## config.mk

```make
export PLATFORM = sky130hd
export DESIGN_NAME = slot_cycle_guard
export DESIGN_NICKNAME = d
export VERILOG_FILES = /design/src/rtl/slot_guard_pkg.sv /design/src/rtl/sg_timeout_timer.sv /design/src/rtl/sg_cycle_ctrl.sv /design/src/rtl/sg_resp_path.sv /design/src/rtl/slot_cycle_guard.sv
export SDC_FILE = /design/constraint.sdc
export NUM_CORES = 1
export LEC_CHECK = 0
export BUFFER_PORTS_ARGS = -buffer_cell sky130_fd_sc_hd__clkbuf_2
export CAP_MARGIN = 25
export CORE_MARGIN = 10
export CORE_UTILIZATION = 38
export CTS_BUF_LIST = sky130_fd_sc_hd__clkbuf_16
export DETAILED_ROUTE_END_ITERATION = 16
export GPL_ROUTABILITY_DRIVEN = 0
export PLACE_DENSITY = 0.7
export SLEW_MARGIN = 0
export SYNTH_ARGS = -nofsm -noshare
export SYNTH_HDL_FRONTEND = slang
export SYNTH_SLANG_ARGS = --single-unit
```

## constraint.sdc

```tcl
create_clock -name clk -period 2.3 [get_ports clk]
set_input_delay 0.115 -clock clk [delete_from_list [all_inputs] [get_ports clk]]
set_output_delay 0.115 -clock clk [all_outputs]
set_load 0.05 [all_outputs]
```

## src/rtl/slot_guard_pkg.sv

```systemverilog
package slot_guard_pkg;

  typedef enum logic {
    SG_IDLE = 1'b0,
    SG_WAIT = 1'b1
  } sg_state_e;

  // Width of a counter that must hold values 0 .. t
  function automatic int unsigned sg_cnt_width(input int unsigned t);
    int unsigned w;
    w = $clog2(t + 1);
    return (w < 1) ? 1 : w;
  endfunction

  // Index of the final waiting cycle, counted from zero
  function automatic int unsigned sg_last_index(input int unsigned t);
    return (t < 1) ? 0 : t - 1;
  endfunction

endpackage

```

## src/rtl/sg_timeout_timer.sv

```systemverilog
module sg_timeout_timer #(
  parameter int unsigned TIMEOUT_CYCLES = 243
) (
  input  logic clk,
  input  logic rst_n,
  input  logic clear,
  input  logic run,
  output logic expired
);
  import slot_guard_pkg::*;

  localparam int unsigned CNT_W = sg_cnt_width(TIMEOUT_CYCLES);
  localparam logic [CNT_W-1:0] LAST = CNT_W'(sg_last_index(TIMEOUT_CYCLES));

  logic [CNT_W-1:0] cnt_q;

  always_ff @(posedge clk) begin
    if (!rst_n)      cnt_q <= '0;
    else if (clear)  cnt_q <= '0;
    else if (run)    cnt_q <= cnt_q + 1'b1;
  end

  assign expired = run && (cnt_q == LAST);

  // The count never runs past the final waiting cycle (window bound, R3)
  assert_cnt_bound_R3: assert property (@(posedge clk) disable iff (!rst_n)
    cnt_q <= LAST);

endmodule

```

## src/rtl/sg_cycle_ctrl.sv

```systemverilog
module sg_cycle_ctrl (
  input  logic clk,
  input  logic rst_n,
  input  logic cyc_start,
  input  logic cyc_write,
  input  logic slot_ack,
  input  logic expired,
  output logic busy,
  output logic start_ev,
  output logic real_done,
  output logic timeout_ev,
  output logic is_write
);
  import slot_guard_pkg::*;

  sg_state_e state_q, state_d;
  logic      wr_q;

  assign busy       = (state_q == SG_WAIT);
  assign start_ev   = !busy && cyc_start;
  assign real_done  = busy && slot_ack;
  assign timeout_ev = busy && !slot_ack && expired;
  assign is_write   = wr_q;

  always_comb begin
    state_d = state_q;
    unique case (state_q)
      SG_IDLE: if (cyc_start)                 state_d = SG_WAIT;
      SG_WAIT: if (real_done || timeout_ev)   state_d = SG_IDLE;
      default:                                state_d = SG_IDLE;
    endcase
  end

  always_ff @(posedge clk) begin
    if (!rst_n) begin
      state_q <= SG_IDLE;
      wr_q    <= 1'b0;
    end else begin
      state_q <= state_d;
      if (start_ev) wr_q <= cyc_write;
    end
  end

  // A pending access stays pending when another start arrives
  assert_restart_ignored_R9: assert property (@(posedge clk) disable iff (!rst_n)
    (busy && cyc_start && !slot_ack && !expired) |=> busy);

  // Expiry always releases the block to idle
  assert_timeout_to_idle_R8: assert property (@(posedge clk) disable iff (!rst_n)
    timeout_ev |=> !busy);

  // Direction is frozen for the whole pending access
  assert_dir_stable_R5: assert property (@(posedge clk) disable iff (!rst_n)
    (busy && $past(busy)) |-> $stable(wr_q));

endmodule

```

## src/rtl/sg_resp_path.sv

```systemverilog
module sg_resp_path #(
  parameter int unsigned DATA_W = 16
) (
  input  logic              clk,
  input  logic              rst_n,
  input  logic              real_done,
  input  logic              timeout_ev,
  input  logic              is_write,
  input  logic [DATA_W-1:0] slot_rdata,
  output logic              host_ack,
  output logic [DATA_W-1:0] host_rdata,
  output logic              berr_pulse
);

  function automatic logic [DATA_W-1:0] idle_bus_value();
    return {DATA_W{1'b1}};
  endfunction

  function automatic logic [DATA_W-1:0] pick_rdata(
    input logic              timed_out,
    input logic [DATA_W-1:0] slot_val
  );
    return timed_out ? idle_bus_value() : slot_val;
  endfunction

  logic done;
  assign done = real_done || timeout_ev;

  always_ff @(posedge clk) begin
    if (!rst_n) begin
      host_ack   <= 1'b0;
      berr_pulse <= 1'b0;
      host_rdata <= '0;
    end else begin
      host_ack   <= done;
      berr_pulse <= timeout_ev;
      if (done && !is_write) host_rdata <= pick_rdata(timeout_ev, slot_rdata);
    end
  end

  // Error event is one clock wide
  assert_berr_single_R7: assert property (@(posedge clk) disable iff (!rst_n)
    berr_pulse |=> !berr_pulse);

  // A substituted completion still acknowledges the host
  assert_berr_acks_R3: assert property (@(posedge clk) disable iff (!rst_n)
    berr_pulse |-> host_ack);

  // Timed-out read returns all ones
  assert_timeout_ones_R4: assert property (@(posedge clk) disable iff (!rst_n)
    (timeout_ev && !is_write) |=> (host_rdata == idle_bus_value()));

  // Write completions leave the read data alone
  assert_write_hold_R5: assert property (@(posedge clk) disable iff (!rst_n)
    (done && is_write) |=> $stable(host_rdata));

  // A real acknowledge never raises a bus error
  assert_real_no_berr_R6: assert property (@(posedge clk) disable iff (!rst_n)
    real_done |=> !berr_pulse);

endmodule

```

## src/rtl/slot_cycle_guard.sv

```systemverilog
module slot_cycle_guard #(
  parameter int unsigned TIMEOUT_CYCLES = 243,
  parameter int unsigned DATA_W         = 16
) (
  input  logic              clk,
  input  logic              rst_n,
  input  logic              cyc_start,
  input  logic              cyc_write,
  input  logic              slot_ack,
  input  logic [DATA_W-1:0] slot_rdata,
  output logic              host_ack,
  output logic [DATA_W-1:0] host_rdata,
  output logic              berr_pulse
);

  logic busy_w, start_w, real_done_w, timeout_w, is_write_w, expired_w;
  logic timer_clear_w;

  assign timer_clear_w = start_w || real_done_w || timeout_w;

  sg_timeout_timer #(.TIMEOUT_CYCLES(TIMEOUT_CYCLES)) u_timer (
    .clk     (clk),
    .rst_n   (rst_n),
    .clear   (timer_clear_w),
    .run     (busy_w),
    .expired (expired_w)
  );

  sg_cycle_ctrl u_ctrl (
    .clk        (clk),
    .rst_n      (rst_n),
    .cyc_start  (cyc_start),
    .cyc_write  (cyc_write),
    .slot_ack   (slot_ack),
    .expired    (expired_w),
    .busy       (busy_w),
    .start_ev   (start_w),
    .real_done  (real_done_w),
    .timeout_ev (timeout_w),
    .is_write   (is_write_w)
  );

  sg_resp_path #(.DATA_W(DATA_W)) u_resp (
    .clk        (clk),
    .rst_n      (rst_n),
    .real_done  (real_done_w),
    .timeout_ev (timeout_w),
    .is_write   (is_write_w),
    .slot_rdata (slot_rdata),
    .host_ack   (host_ack),
    .host_rdata (host_rdata),
    .berr_pulse (berr_pulse)
  );

  // No completion can follow a cycle spent idle
  assert_idle_ack_ignored_R9: assert property (@(posedge clk) disable iff (!rst_n)
    !busy_w |=> !host_ack);

  // A fresh access never expires on its first waiting edge unless the window is one cycle
  assert_fresh_window_R8: assert property (@(posedge clk) disable iff (!rst_n)
    (start_w && (TIMEOUT_CYCLES > 1)) |=> !expired_w);

endmodule

```

After elaboration in Yosys (flattened, before gate mapping). Index checks and enable logic that the tools add are counted.

Output and inout port bits: 18. Flip-flop bits (word level): 28. Input port bits: 21. Logic and storage cells: 27.

Equal/unequal tests: 1. Reductions and logical operators: 13. Muxes and demuxes: 4. Bitwise operators: 2. Add/subtract/negate cells: 1.

Operators with widths (number): $mux 16 (1); $add 8x1->8 const B (1); $eq 8x8->1 const B (1); $logic_and 1x1->1 (6); $logic_not 1->1 (3); $logic_or 1x1->1 (3); $mux 1 (2); $not 1->1 (2); $pmux 1 s2 (1); $reduce_or 2->1 (1).

Longest topological paths before layout.
Depth after elaboration: 6. Gate-level depth with buffers: 8. Gate-level depth less buffers: 6.

By module. A second synthesis with hierarchy kept.

Cells, all modules: 98. Area, all modules: 1121.1 µm².

By module, submodules not included: sg_resp_path (area an instance 616.8 µm², cells each 44, instances 1, sequential area each 360.3 µm²); sg_timeout_timer (area an instance 396.6 µm², cells each 43, instances 1, sequential area each 160.2 µm²); sg_cycle_ctrl (area an instance 101.3 µm², cells each 10, instances 1, sequential area each 40.0 µm²); slot_cycle_guard (area an instance 6.3 µm², cells each 1, instances 1, sequential area each 0.0 µm²).

Worst setup path after synthesis. No wires, ideal clock.

Path type: register to register. Start: register u_timer.cnt_q[2]. End: register u_resp.host_rdata[10]. Data required time: 2241 ps. Setup slack: 760 ps. Setup time: 59 ps. Clock period less this slack: 1540 ps. Arrival time: 1481 ps. Cell stages (with the launch flop): 7. Buffers on the path: 2. Cell sequence: dfxtp_1 -> or2_1 -> or4_4 -> buf_6 -> nand2_8 -> buf_12 -> o211a_1.

Word-level cells in the longest chain between the ends: 5. Elaborated cells between the ends (all ways): 6. Those cells by class: eq/ne: 1; mux: 1; reduce/logical: 4.

Ends and longest elaborated chain: start, declared (line sg_timeout_timer.sv:15) `logic [CNT_W-1:0] cnt_q;`; start signal, assigned (line sg_timeout_timer.sv:20) `else if (run) cnt_q <= cnt_q + 1'b1;`; $eq 8x8->1 (*) (line sg_timeout_timer.sv:23) `assign expired = run && (cnt_q == LAST);`; $logic_and 1x1->1 (*) (line sg_timeout_timer.sv:23); $logic_and 1x1->1 (*) (line sg_cycle_ctrl.sv:22) `assign timeout_ev = busy && !slot_ack && expired;`; $logic_or 1x1->1 (line sg_resp_path.sv:27) `assign done = real_done || timeout_ev;`; $logic_and 1x1->1 (line sg_resp_path.sv:37) `if (done && !is_write) host_rdata <= pick_rdata(timeout_ev, slot_rdata);`; end signal, assigned (line sg_resp_path.sv:37); end, declared (line sg_resp_path.sv:11) `output logic [DATA_W-1:0] host_rdata,`.

Every way passes the cells marked *; elsewhere a longest branch is shown, timed or not. A chain may end at the register's enable or synchronous reset.

Worst setup path after layout.
Start: register u_ctrl.state_q, in the netlist u_ctrl.busy. End: register u_timer.cnt_q[1].

Word-level cells in the longest chain between the ends: 5. Elaborated cells between the ends (all ways): 9. Those cells by class: reduce/logical: 9.

Ends and longest elaborated chain: start, declared (line sg_cycle_ctrl.sv:16) `sg_state_e state_q, state_d;`; start signal, assigned (line sg_cycle_ctrl.sv:39) `state_q <= state_d;`; $logic_not 1->1 (line sg_cycle_ctrl.sv:20) `assign start_ev = !busy && cyc_start;`; $logic_and 1x1->1 (line sg_cycle_ctrl.sv:20); $logic_or 1x1->1 (2 in a row) (line slot_cycle_guard.sv:19) `assign timer_clear_w = start_w || real_done_w || timeout_w;`; $reduce_or 2->1 (no source line).

Parallel ways exist; a longest one is shown, timed or not.

==> results_dict.tcl <==
set metrics [dict create \
    status "finished, final reports clean" \
    synthTopCellsByArea "dfxtp_1 44%, o211a_1 12%, nor2_1 7.3%" \
    synthArstFlopShare 0 \
    pwr_density_cell_nw_per_um2 691 \
    synthCells 151 \
    yosysUniqueCellTypes 28 \
    fin_nets 209 \
    place_ws_ns 0.515 \
    vias 1122 \
    rows 21 \
    worst_path_max_delay_cell "or4_4" \
    cts_buffer_depth 2 \
    postCtsSetupBuffers 0 \
    start_kind "flop" \
    placed_area_um2 1480 \
    post_cts_resized 0 \
    die_w_um 78.1 \
    cp_cell_sequence "nand4_1 -> or4_4 -> nand2_1 -> a211oi_1" \
    antenna_found_initial 0 \
    synthesis.nets 174 \
    r2r_setup_slack_ns 0.49 \
    clockPowerShare 0.368 \
    clkTransAtPathRegs_ns 0.07 \
    dr.pass1.iters 4 \
    start_util 0.388 \
    die_h_um 78.1 \
    fin_area_um2 1560 \
    p_int_w 0.000788 \
    path_class "reg2reg" \
    crit_start "u_ctrl.busy" \
    critPathMaxStageDelay_ns 0.62 \
    endpoint_kind "flop" \
    cts_tree "done" \
    synth_ff_type "dfxtp_1" \
    ios 39 \
    reg2reg_depth 4 \
    min_period_over_period 0.787 \
    worstPathRequired_ns 2.43 \
    synth_seq_cells 28 \
    synth_top_cell_by_area "dfxtp_1" \
    timing.fmax_ghz 0.553 \
    p_sw_w 0.000291 \
    drive_gt1_frac 0.243 \
    maxSlewHeadroom 0.703 \
    power.share.switching 0.270 \
    n_antenna_cell 0 \
    ant_nets 0 \
    period_needed_ns 1.81 \
    layout_setup_ws_ns 0.490 \
    max_slew.worst_pin.slew_ns 0.444 \
    finClkSkew_ns 0.00506 \
    finalSetupViolCount 0 \
    cts_buffers 3 \
    yosys_warnings 0 \
    dp.cells 227 \
    final_cell_mix "38 x clkbuf_2, 28 x dfxtp_1, 25 x nor2_1" \
    pwr-share-seq 0.487 \
    track_usage 0.0921 \
    grt_max_degree 27 \
    fin_cells 231 \
    worstReg2RegEnd "u_timer.cnt_q[1]" \
    tns_ns 0 \
    drtIter0Drc 46 \
    ys_seq_area_frac 0.437 \
    finalMaxSlewViolations 0 \
    portBuffers 38 \
    rsz0062_at_grt "no" \
    cts_hold_buf 0 \
    insertion_delay_ns 0.27 \
    area_delta_synth_final_pct 21.5 \
    ctsHtreeMaxLevel 1 \
    die_area_um2 6100 \
    wirelength_mm 2.85 \
    viasPerCell 4.86 \
    crit_end "u_timer.cnt_q[1]" \
    vdd_drop_max_uv 266 \
    hold_violations 0 \
    cts.sinks 28 \
    final_util 0.471 \
    synth_edf_count 0 \
    wl_per_cell_um 12.3 \
    maxCapViolCount 0 \
    leakage_nw 0.837 \
    dp_hpwl_mm 2.07 \
    grt_first_pass_wirelength_mm 4.84 \
    drc_errors 0 \
    worstPathMaxFanout 13 \
    syn_area_per_cell_um2 8.50 \
    layout_commonest_cell "clkbuf_2" \
    min_path_type "in2reg" \
    r2r_start "u_ctrl.busy" \
    netlist_area_um2 1280 \
    coreArea_um2 3310 \
    grt_pass1_vias 1052 \
    p_comb_frac 0.145 \
    clockRootBuffer "clkbuf_16" \
    cp.arrival_ns 1.94 \
    synth_top_cell_area_share 0.437 \
    gr-total-overflow 0 \
]
-- through the flow --
step | power, W | hold WS [ns]
after floorplan | 0.000649 | 0.259
after global placement | 0.000692 | 0.358
after detailed placement | 0.000693 | 0.362
after CTS | 0.00109 | 0.0898
after global routing | 0.00112 | 0.131
final | 0.00108 | 0.0894
-- worst max-delay path, delay by kind of cell, from the launching register on --
family          cells  cell delay (ns)
simple gates        3             1.02
flops               1             0.58
compound gates      1             0.07
-- flip-flops by register name (all words and copies together) (netlist names) --
register / cells
u_ctrl.is_write: 1
u_resp.berr_pulse: 1
u_timer.cnt_q: 8
u_resp.host_ack: 1
u_resp.host_rdata: 16
u_ctrl.busy: 1
-- final cells by class --
cell class                      instances  area, um2
Timing Repair Buffer                   39        198
Tap cell                               46       57.6
Sequential cell                        28        561
Multi-Input combinational cell        110        651
Clock inverter                          1       3.75
Fill cell                             344       1750
Inverter                                4       15.0
Clock buffer                            3       75.1
-- synthesized netlist by cell type (all sizes together), types with 2 or more instances --
| cell | instances |
|---|---|
| a21oi | 4 |
| ha | 2 |
| buf | 2 |
| dfxtp | 28 |
| inv | 4 |
| o21ai | 17 |
| nor3 | 3 |
| o211a | 16 |
| xor2 | 3 |
| clkbuf | 7 |
| nor2 | 25 |
| nand2 | 24 |
| nand4 | 4 |
-- how the worst min path moves through the flow --
stage | start | to | slack (ns) | depth (start not counted)
6_report | cyc_write | u_ctrl.is_write | 0.09 | 3
5_1_grt | cyc_write | u_ctrl.is_write | 0.13 | 3
4_1_cts | cyc_write | u_ctrl.is_write | 0.09 | 3
3_5_place_dp | cyc_write | u_ctrl.is_write | 0.36 | 3
3_3_place_gp | cyc_write | u_ctrl.is_write | 0.36 | 3
2_1_floorplan | cyc_write | u_ctrl.is_write | 0.26 | 2
-- logic make-up after synthesis --
family / count (synthesis) / share of synthesized area
compound gates: 41 / 0.229
xor+xnor: 4 / 0.0273
fa+ha+maj: 2 / 0.0195
buf+inv: 13 / 0.0565
flops: 28 / 0.437
mux: 1 / 0.00780
simple gates: 62 / 0.223
-- metal layers --
| metal | wire length [um] | GRT usage | share of wire | up-vias |
|---|---|---|---|---|
| met5 | 0 | 0 | 0 | - |
| met4 | 73 | 0.0538 | 0.026 | 0 |
| met3 | 197 | 0.0273 | 0.069 | 5 |
| met2 | 1230 | 0.142 | 0.43 | 28 |
| met1 | 1350 | 0.111 | 0.47 | 496 |
| li1 | - | - | - | 593 |
-- power by group through the flow --
stage	Sequential (W)	Clock, W	Combinational (W)
final	0.000525	0.000397	0.000156
after CTS	0.000525	0.000405	0.000158
after global routing	0.000528	0.000417	0.000172
after floorplan	0.000584	0	0.0000656
after detailed placement	0.000536	0	0.000157
after global placement	0.000535	0	0.000157
No activity file was read; power rests on OpenSTA's default activity.
